File: src/rtl/dlwd_pkg.sv
package dlwd_pkg;
  // Check scheduler state
  typedef enum logic {
    SCH_IDLE  = 1'b0,
    SCH_ARMED = 1'b1
  } sched_e;
endpackage

File: src/rtl/dlwd_rst_sync.sv
module dlwd_rst_sync (
  input  logic clk,
  input  logic rst_n,
  output logic srst_n_o
);
  logic [1:0] sync_q;

  always_ff @(posedge clk or negedge rst_n) begin
    if (!rst_n) sync_q <= 2'b00;
    else        sync_q <= {sync_q[0], 1'b1};
  end

  assign srst_n_o = sync_q[1];
endmodule

File: src/rtl/dlwd_timebase.sv
module dlwd_timebase #(
  parameter int unsigned TW = 16
) (
  input  logic          clk,
  input  logic          rst_n,
  output logic [TW-1:0] now_o
);
  logic [TW-1:0] now_q, now_d;

  always_comb now_d = now_q + 1'b1;

  always_ff @(posedge clk or negedge rst_n) begin
    if (!rst_n) now_q <= '0;
    else        now_q <= now_d;
  end

  assign now_o = now_q;

  // counter advances by exactly one per cycle
  a_r1_tick: assert property (@(posedge clk) disable iff (!rst_n)
    1'b1 |=> now_q == TW'($past(now_q) + 1'b1));
endmodule

File: src/rtl/dlwd_sched.sv
module dlwd_sched
  import dlwd_pkg::*;
#(
  parameter int unsigned THRESH = 64
) (
  input  logic clk,
  input  logic rst_n,
  input  logic ins_i,
  input  logic drain_i,
  input  logic busy_i,
  output logic check_o
);
  localparam int unsigned    WW   = (THRESH > 1) ? $clog2(THRESH) : 1;
  localparam logic [WW-1:0]  LAST = WW'(THRESH - 1);

  sched_e        st_q, st_d;
  logic          st_en;
  logic [WW-1:0] wt_q, wt_d;
  logic          wt_en;
  logic          due;

  always_comb begin
    due     = (st_q == SCH_ARMED) && (wt_q == LAST);
    check_o = due && !drain_i;
  end

  // next state
  always_comb begin
    st_d  = st_q;
    st_en = 1'b0;
    wt_d  = wt_q;
    wt_en = 1'b0;
    case (st_q)
      SCH_IDLE: begin
        if (ins_i && !drain_i) begin
          st_d  = SCH_ARMED;
          st_en = 1'b1;
          wt_d  = '0;
          wt_en = 1'b1;
        end
      end
      SCH_ARMED: begin
        if (check_o) begin
          st_d  = busy_i ? SCH_ARMED : SCH_IDLE;
          st_en = 1'b1;
          wt_d  = '0;
          wt_en = 1'b1;
        end else if (!due) begin
          wt_d  = wt_q + 1'b1;
          wt_en = 1'b1;
        end
      end
      default: begin
        st_d  = SCH_IDLE;
        st_en = 1'b1;
      end
    endcase
  end

  // registers
  always_ff @(posedge clk or negedge rst_n) begin
    if (!rst_n) begin
      st_q <= SCH_IDLE;
      wt_q <= '0;
    end else begin
      if (st_en) st_q <= st_d;
      if (wt_en) wt_q <= wt_d;
    end
  end

  // an insertion while idle and not draining arms a fresh period
  a_r2_arm: assert property (@(posedge clk) disable iff (!rst_n)
    (st_q == SCH_IDLE && ins_i && !drain_i) |=> (st_q == SCH_ARMED && wt_q == '0));
  // nothing arms while draining
  a_r2_drain_no_arm: assert property (@(posedge clk) disable iff (!rst_n)
    (st_q == SCH_IDLE && drain_i) |=> st_q == SCH_IDLE);
  // restart while work is outstanding
  a_r6_rearm: assert property (@(posedge clk) disable iff (!rst_n)
    (check_o && busy_i) |=> (st_q == SCH_ARMED && wt_q == '0));
  // go idle when nothing is outstanding
  a_r6_stop: assert property (@(posedge clk) disable iff (!rst_n)
    (check_o && !busy_i) |=> st_q == SCH_IDLE);
  // a due check is held, not lost, while draining
  a_r7_hold_due: assert property (@(posedge clk) disable iff (!rst_n)
    (due && drain_i) |=> due);
endmodule

File: src/rtl/dlwd_scan.sv
module dlwd_scan #(
  parameter int unsigned NE     = 8,
  parameter int unsigned TW     = 16,
  parameter int unsigned THRESH = 64,
  parameter int unsigned IW     = 3
) (
  input  logic [NE-1:0]    valid_i,
  input  logic [NE*TW-1:0] stamp_i,
  input  logic [TW-1:0]    now_i,
  output logic             hit_o,
  output logic [IW-1:0]    idx_o
);
  localparam logic [TW-1:0] LIM = TW'(THRESH);

  logic [NE-1:0] exp_w;

  for (genvar e = 0; e < NE; e++) begin : g_ent
    logic [TW-1:0] age;
    assign age      = now_i - stamp_i[e*TW +: TW];
    assign exp_w[e] = valid_i[e] && (age >= LIM);
  end

  // lowest expired index wins
  always_comb begin
    hit_o = |exp_w;
    idx_o = '0;
    for (int e = NE - 1; e >= 0; e--) begin
      if (exp_w[e]) idx_o = IW'(e);
    end
  end
endmodule

File: src/rtl/dl_watchdog.sv
module dl_watchdog #(
  parameter int unsigned RD_N   = 4,
  parameter int unsigned WR_N   = 4,
  parameter int unsigned TW     = 16,
  parameter int unsigned THRESH = 64,
  localparam int unsigned NE    = RD_N + WR_N,
  localparam int unsigned IW    = (NE > 1) ? $clog2(NE) : 1,
  localparam int unsigned CW    = $clog2(NE + 1)
) (
  input  logic             clk,
  input  logic             rst_n,
  input  logic             ins_i,
  input  logic             drain_i,
  input  logic [RD_N-1:0]  rd_valid_i,
  input  logic [WR_N-1:0]  wr_valid_i,
  input  logic [RD_N*TW-1:0] rd_stamp_i,
  input  logic [WR_N*TW-1:0] wr_stamp_i,
  input  logic [CW-1:0]    out_cnt_i,
  output logic [TW-1:0]    time_o,
  output logic             chk_o,
  output logic             deadlock_o,
  output logic [IW-1:0]    dl_idx_o,
  output logic             cnt_err_o
);
  logic          srst_n;
  logic [NE-1:0] vld;
  logic [NE*TW-1:0] stamps;
  logic          busy;
  logic          hit;
  logic [IW-1:0] hit_idx;
  logic [CW-1:0] live_cnt;
  logic          mismatch;

  logic          dl_q, dl_d, dl_en;
  logic [IW-1:0] idx_q, idx_d;
  logic          err_q, err_d, err_en;

  dlwd_rst_sync u_rsync (
    .clk      (clk),
    .rst_n    (rst_n),
    .srst_n_o (srst_n)
  );

  dlwd_timebase #(.TW(TW)) u_time (
    .clk   (clk),
    .rst_n (srst_n),
    .now_o (time_o)
  );

  assign vld    = {wr_valid_i, rd_valid_i};
  assign stamps = {wr_stamp_i, rd_stamp_i};
  assign busy   = |out_cnt_i;

  dlwd_sched #(.THRESH(THRESH)) u_sched (
    .clk     (clk),
    .rst_n   (srst_n),
    .ins_i   (ins_i),
    .drain_i (drain_i),
    .busy_i  (busy),
    .check_o (chk_o)
  );

  dlwd_scan #(.NE(NE), .TW(TW), .THRESH(THRESH), .IW(IW)) u_scan (
    .valid_i (vld),
    .stamp_i (stamps),
    .now_i   (time_o),
    .hit_o   (hit),
    .idx_o   (hit_idx)
  );

  // next state
  always_comb begin
    live_cnt = CW'($countones(vld));
    mismatch = (live_cnt != out_cnt_i);
    dl_en    = chk_o && hit && !dl_q;
    dl_d     = 1'b1;
    idx_d    = hit_idx;
    err_en   = mismatch && !err_q;
    err_d    = 1'b1;
  end

  // registers
  always_ff @(posedge clk or negedge srst_n) begin
    if (!srst_n) begin
      dl_q  <= 1'b0;
      idx_q <= '0;
      err_q <= 1'b0;
    end else begin
      if (dl_en) begin
        dl_q  <= dl_d;
        idx_q <= idx_d;
      end
      if (err_en) err_q <= err_d;
    end
  end

  assign deadlock_o = dl_q;
  assign dl_idx_o   = idx_q;
  assign cnt_err_o  = err_q;

  // deadlock flag never clears before reset
  a_r8_dl_sticky: assert property (@(posedge clk) disable iff (!srst_n)
    deadlock_o |=> deadlock_o);
  // reported index is frozen once flagged
  a_r8_idx_hold: assert property (@(posedge clk) disable iff (!srst_n)
    deadlock_o |=> $stable(dl_idx_o));
  // the flag only rises right after a check
  a_r3_dl_after_check: assert property (@(posedge clk) disable iff (!srst_n)
    $rose(deadlock_o) |-> $past(chk_o));
  // a check that finds an expired slot always sets the flag
  a_r5_hit_flags: assert property (@(posedge clk) disable iff (!srst_n)
    (chk_o && hit) |=> deadlock_o);
  // count error flag is sticky
  a_r9_err_sticky: assert property (@(posedge clk) disable iff (!srst_n)
    cnt_err_o |=> cnt_err_o);
  // count error rises only after a real disagreement
  a_r9_err_cause: assert property (@(posedge clk) disable iff (!srst_n)
    $rose(cnt_err_o) |-> $past(out_cnt_i != CW'($countones(vld))));
endmodule

File: config.mk
export PLATFORM = sky130hd
export DESIGN_NAME = dl_watchdog
export DESIGN_NICKNAME = d
export VERILOG_FILES = /design/src/rtl/dlwd_pkg.sv /design/src/rtl/dlwd_rst_sync.sv /design/src/rtl/dlwd_timebase.sv /design/src/rtl/dlwd_sched.sv /design/src/rtl/dlwd_scan.sv /design/src/rtl/dl_watchdog.sv
export SDC_FILE = /design/constraint.sdc
export NUM_CORES = 1
export LEC_CHECK = 0
export CAP_MARGIN = 30
export CORE_UTILIZATION = 49
export CTS_BUF_LIST = sky130_fd_sc_hd__clkbuf_4 sky130_fd_sc_hd__clkbuf_8
export CTS_CLUSTER_DIAMETER = 30
export DETAILED_ROUTE_END_ITERATION = 8
export MAX_ROUTING_LAYER = met4
export PLACE_DENSITY = 0.9
export SKIP_LAST_GASP = 1
export SYNTH_ARGS = -nofsm -noshare
export SYNTH_HDL_FRONTEND = slang
export SYNTH_HIERARCHICAL = 1
export SYNTH_SLANG_ARGS = --single-unit
File: constraint.sdc
create_clock -name clk -period 1.6 [get_ports clk]
set_clock_uncertainty 0.15 [all_clocks]
set_input_delay 0.32 -clock clk [delete_from_list [all_inputs] [get_ports clk]]
set_output_delay 0.32 -clock clk [all_outputs]
set_load 0.03 [all_outputs]
==> impl_metrics.csv <==
group,metric,value,unit
run_status,status,"finished with violations",
run_status,failed_checks,"design-rule violations, negative setup slack",
layout,multi_input_area,6880,µm²
clock_network,h-tree-depth,2,
routing,via_per_inst,6.74,
setup_path,rr_worst_depth,13,
grt,grt_pass1_vias,11150,
routing,dr_total_vias,11706,
clock_network,cts_buffers,5,
logic_synthesis,yosys.area.top_type,"ha_1",
routing,drc,52,
sta,worst_pin_slew,0.681,ns
floorplanning,rows,45,
routing,wire_per_inst,24.4,µm
layout,final_nets,1804,
sta,setup_ws,-3.06,ns
logic_synthesis,synth_edf_count,0,
logic_synthesis,ys_types,89,
placement,dp.cells,1689,
logic_synthesis,synthTopCellsByArea,"ha_1 (20%), dfrtp_1 (9.6%), inv_1 (7.6%)",
setup_path,worstSetupPathType,"in2reg",
sta,slew_violations,0,
placement,port_buffers,165,
sta,whs,0.0417,ns
logic_synthesis,ys_ff_latch,30,
sta,rsz0062_at_grt,"true",
logic_synthesis,synth_common_cells,"inv_1 (157), ha_1 (125), a21oi_1 (83), nand2_1 (71), o21ai_0 (66)",
grt,grt_max_degree,29,
layout,drive_gt1_frac,0.318,
floorplanning,io_pins,166,
clock_network,cts_hold_buf,0,
logic_synthesis,ys.flop_type,"dfrtp_1",
logic_synthesis,syn_area,7780,µm²
setup_path,worstSetupStartpointType,"input port",
grt,antenna_found_initial,3,
placement,gp_congestion,1.03,
logic_synthesis,synthArstFlopShare,1.00,
sta,finalCriticalPeriod,4.66,ns
floorplanning,dieArea,16400,µm²
layout,area_growth,65.6,%
clock_network,cts-root-buf,"clkbuf_8",
logic_synthesis,syn_nets,1332,
floorplanning,start_util,0.506,
clock_network,cts.sinks,30,
setup_path,cp_data_required_time,1.64,ns
grt,grt_first_pass_wirelength,55.1,mm
layout,instances_no_fill,1738,
floorplanning,die_w,128,µm
clock_network,clk_path_buf_depth,2,
sta,post-route-period-util,2.91,
power_and_ir_drop,leakagePower,0.00655,µW
logic_synthesis,yosysMostFrequentCell,"inv_1",
clock_network,clkLatencyLatePin,0.31,ns
routing,drt_iter0_markers,2107,
power_and_ir_drop,p_total,4640,µW
floorplanning,core_area,15400,µm²
clock_network,clkTransAtPathRegs,0.09,ns
layout,seq_area,771,µm²
floorplanning,die_h,128,µm
logic_synthesis,syn_inst,1051,
routing,first_pass_iters,9,
power_and_ir_drop,peakVddDrop,0.000573,V
logic_synthesis,ys.warnings.count,6,
routing,drt_wl_total,42.5,mm
logic_synthesis,ys_seq_area_frac,0.0965,
routing,detail-route-antenna-nets,0,
sta,hold_violations,0,
sta,setup_viol,27,
placement,dpl.hpwl,24.5,mm
layout,num-fill-cells,726,
worst_hold_path,hold_path_class,"in2async",
setup_path,endpoint_kind,"register",
grt,grt_util_all_layers,0.443,
sta,slew_headroom,0.546,
logic_synthesis,yosysTopAreaCellShare,0.201,
flow_run,cap_violations,0,
logic_synthesis,syn_avg_cell_area,7.40,µm²
grt,overflow,0,
clock_network,cts_tree,"yes",
layout,final_util,0.838,
setup_path,crit_fanout,4,
setup_path,crit_arrival,4.70,ns
sta,fmax,215,MHz
power_and_ir_drop,p_per_area,360,nW/µm²
==> flip-flops by register name, indices dropped and copies added, names as in the netlist <==
register	flops
u_time/now_o	16
u_sched/wt_q	6
u_rsync/sync_q	2
cnt_err_o	1
dl_idx_o	3
deadlock_o	1
u_sched/st_q	1
==> metal layers <==
layer | GRT usage | vias to the layer above | routed length, µm
li1 | - | 4744 | -
met1 | 0.437 | 5215 | 13500
met2 | 0.723 | 1201 | 17900
met3 | 0.132 | 546 | 6180
met4 | 0.370 | 0 | 4890
met5 | - | - | 0
==> per-stage QoR <==
stage	TNS, ns	setup WS [ns]	cell area (µm²)
4_1_cts	-13.29	-2.48	12500
3_3_place_gp	-14.75	-2.73	11900
6_report	-17.92	-3.06	12900
2_1_floorplan	-10.93	-2.34	7910
3_5_place_dp	-16.29	-2.95	11900
5_1_grt	-18.60	-3.02	12900
==> worst paths after layout <==
kind	from	to	slack, ns
min in group clk	u_rsync/sync_q[0]	u_rsync/sync_q[1]	0.21
max in group asynchronous	u_rsync/sync_q[1]	u_time/now_o[8]	0.89
setup reg to reg	u_time/now_o[12]	dl_idx_o[0]	-3.05
hold / removal	rst_n	u_rsync/sync_q[0]	0.04
setup / recovery	wr_stamp_i[27]	dl_idx_o[0]	-3.06
hold reg to reg	u_rsync/sync_q[1]	dl_idx_o[2]	0.09
==> power breakdown <==
part | internal, µW | switching (µW)
combinational | 1490 | 1470
clock | 347 | 386
sequential | 859 | 89.7
total | 2700 | 1940
==> placed cells by master, fill, tap and decap left out, drive strengths merged, types with 6 or more instances in the layout <==
cell	instances
buf	339
nor3b	8
a211o	7
o211ai	15
clkbuf	8
o31ai	9
mux2i	9
a21oi	87
a211oi	11
clkdlybuf4s50	135
ha	125
nor4	6
mux2	6
a31o	6
a31oi	15
nor2	58
nor2b	21
nor3	30
fa	12
xnor2	30
dfrtp	30
o22ai	6
nand2b	21
inv	157
xor2	33
nand2	71
nand3	31
o21a	18
nand4	16
o41ai	9
and3	9
o21ai	70
a21o	22
==> worst max-delay path, stage by stage <==
cell	delay, ns
clkdlybuf4s50_1	0.46
inv_1	0.19
ha_4	0.38
nor2_1	0.07
a221oi_2	0.28
o31ai_1	0.16
a211oi_2	0.34
o2111ai_1	0.16
or4_1	0.44
o41ai_2	0.46
buf_4	0.19
nand4_1	0.14
or4_4	0.47
nand3b_1	0.24
mux2_2	0.40
==> what timing repair did <==
action,CTS,global route
pin swaps,33,29
endpoints found under the setup margin,28,34
buffers inserted,21,22
gates resized for setup,94,60
==> cell type report <==
cell class,count,share of cell area
Antenna cell,3,0.000583
Multi-Input combinational cell,848,0.534
Sequential cell,30,0.0598
Timing Repair Buffer,480,0.331
Tap cell,211,0.0205
Clock inverter,2,0.000971
Inverter,158,0.0471
Clock buffer,6,0.00641
==> cell families (layout without fill, tap and decap cells) <==
group | after synthesis | count (layout) | synth area share
AOI/OAI and AO/OA | 325 | 325 | 0.285
xor gates and xnor gates | 63 | 63 | 0.0709
adders and majority gates | 137 | 137 | 0.232
buffers and inverters | 173 | 646 | 0.0863
DFF | 30 | 30 | 0.0965
muxes | 15 | 15 | 0.0203
other | 1 | 4 | 0.000482
and+or+nand+nor | 307 | 307 | 0.209
No activity file was read; power rests on OpenSTA's default activity.
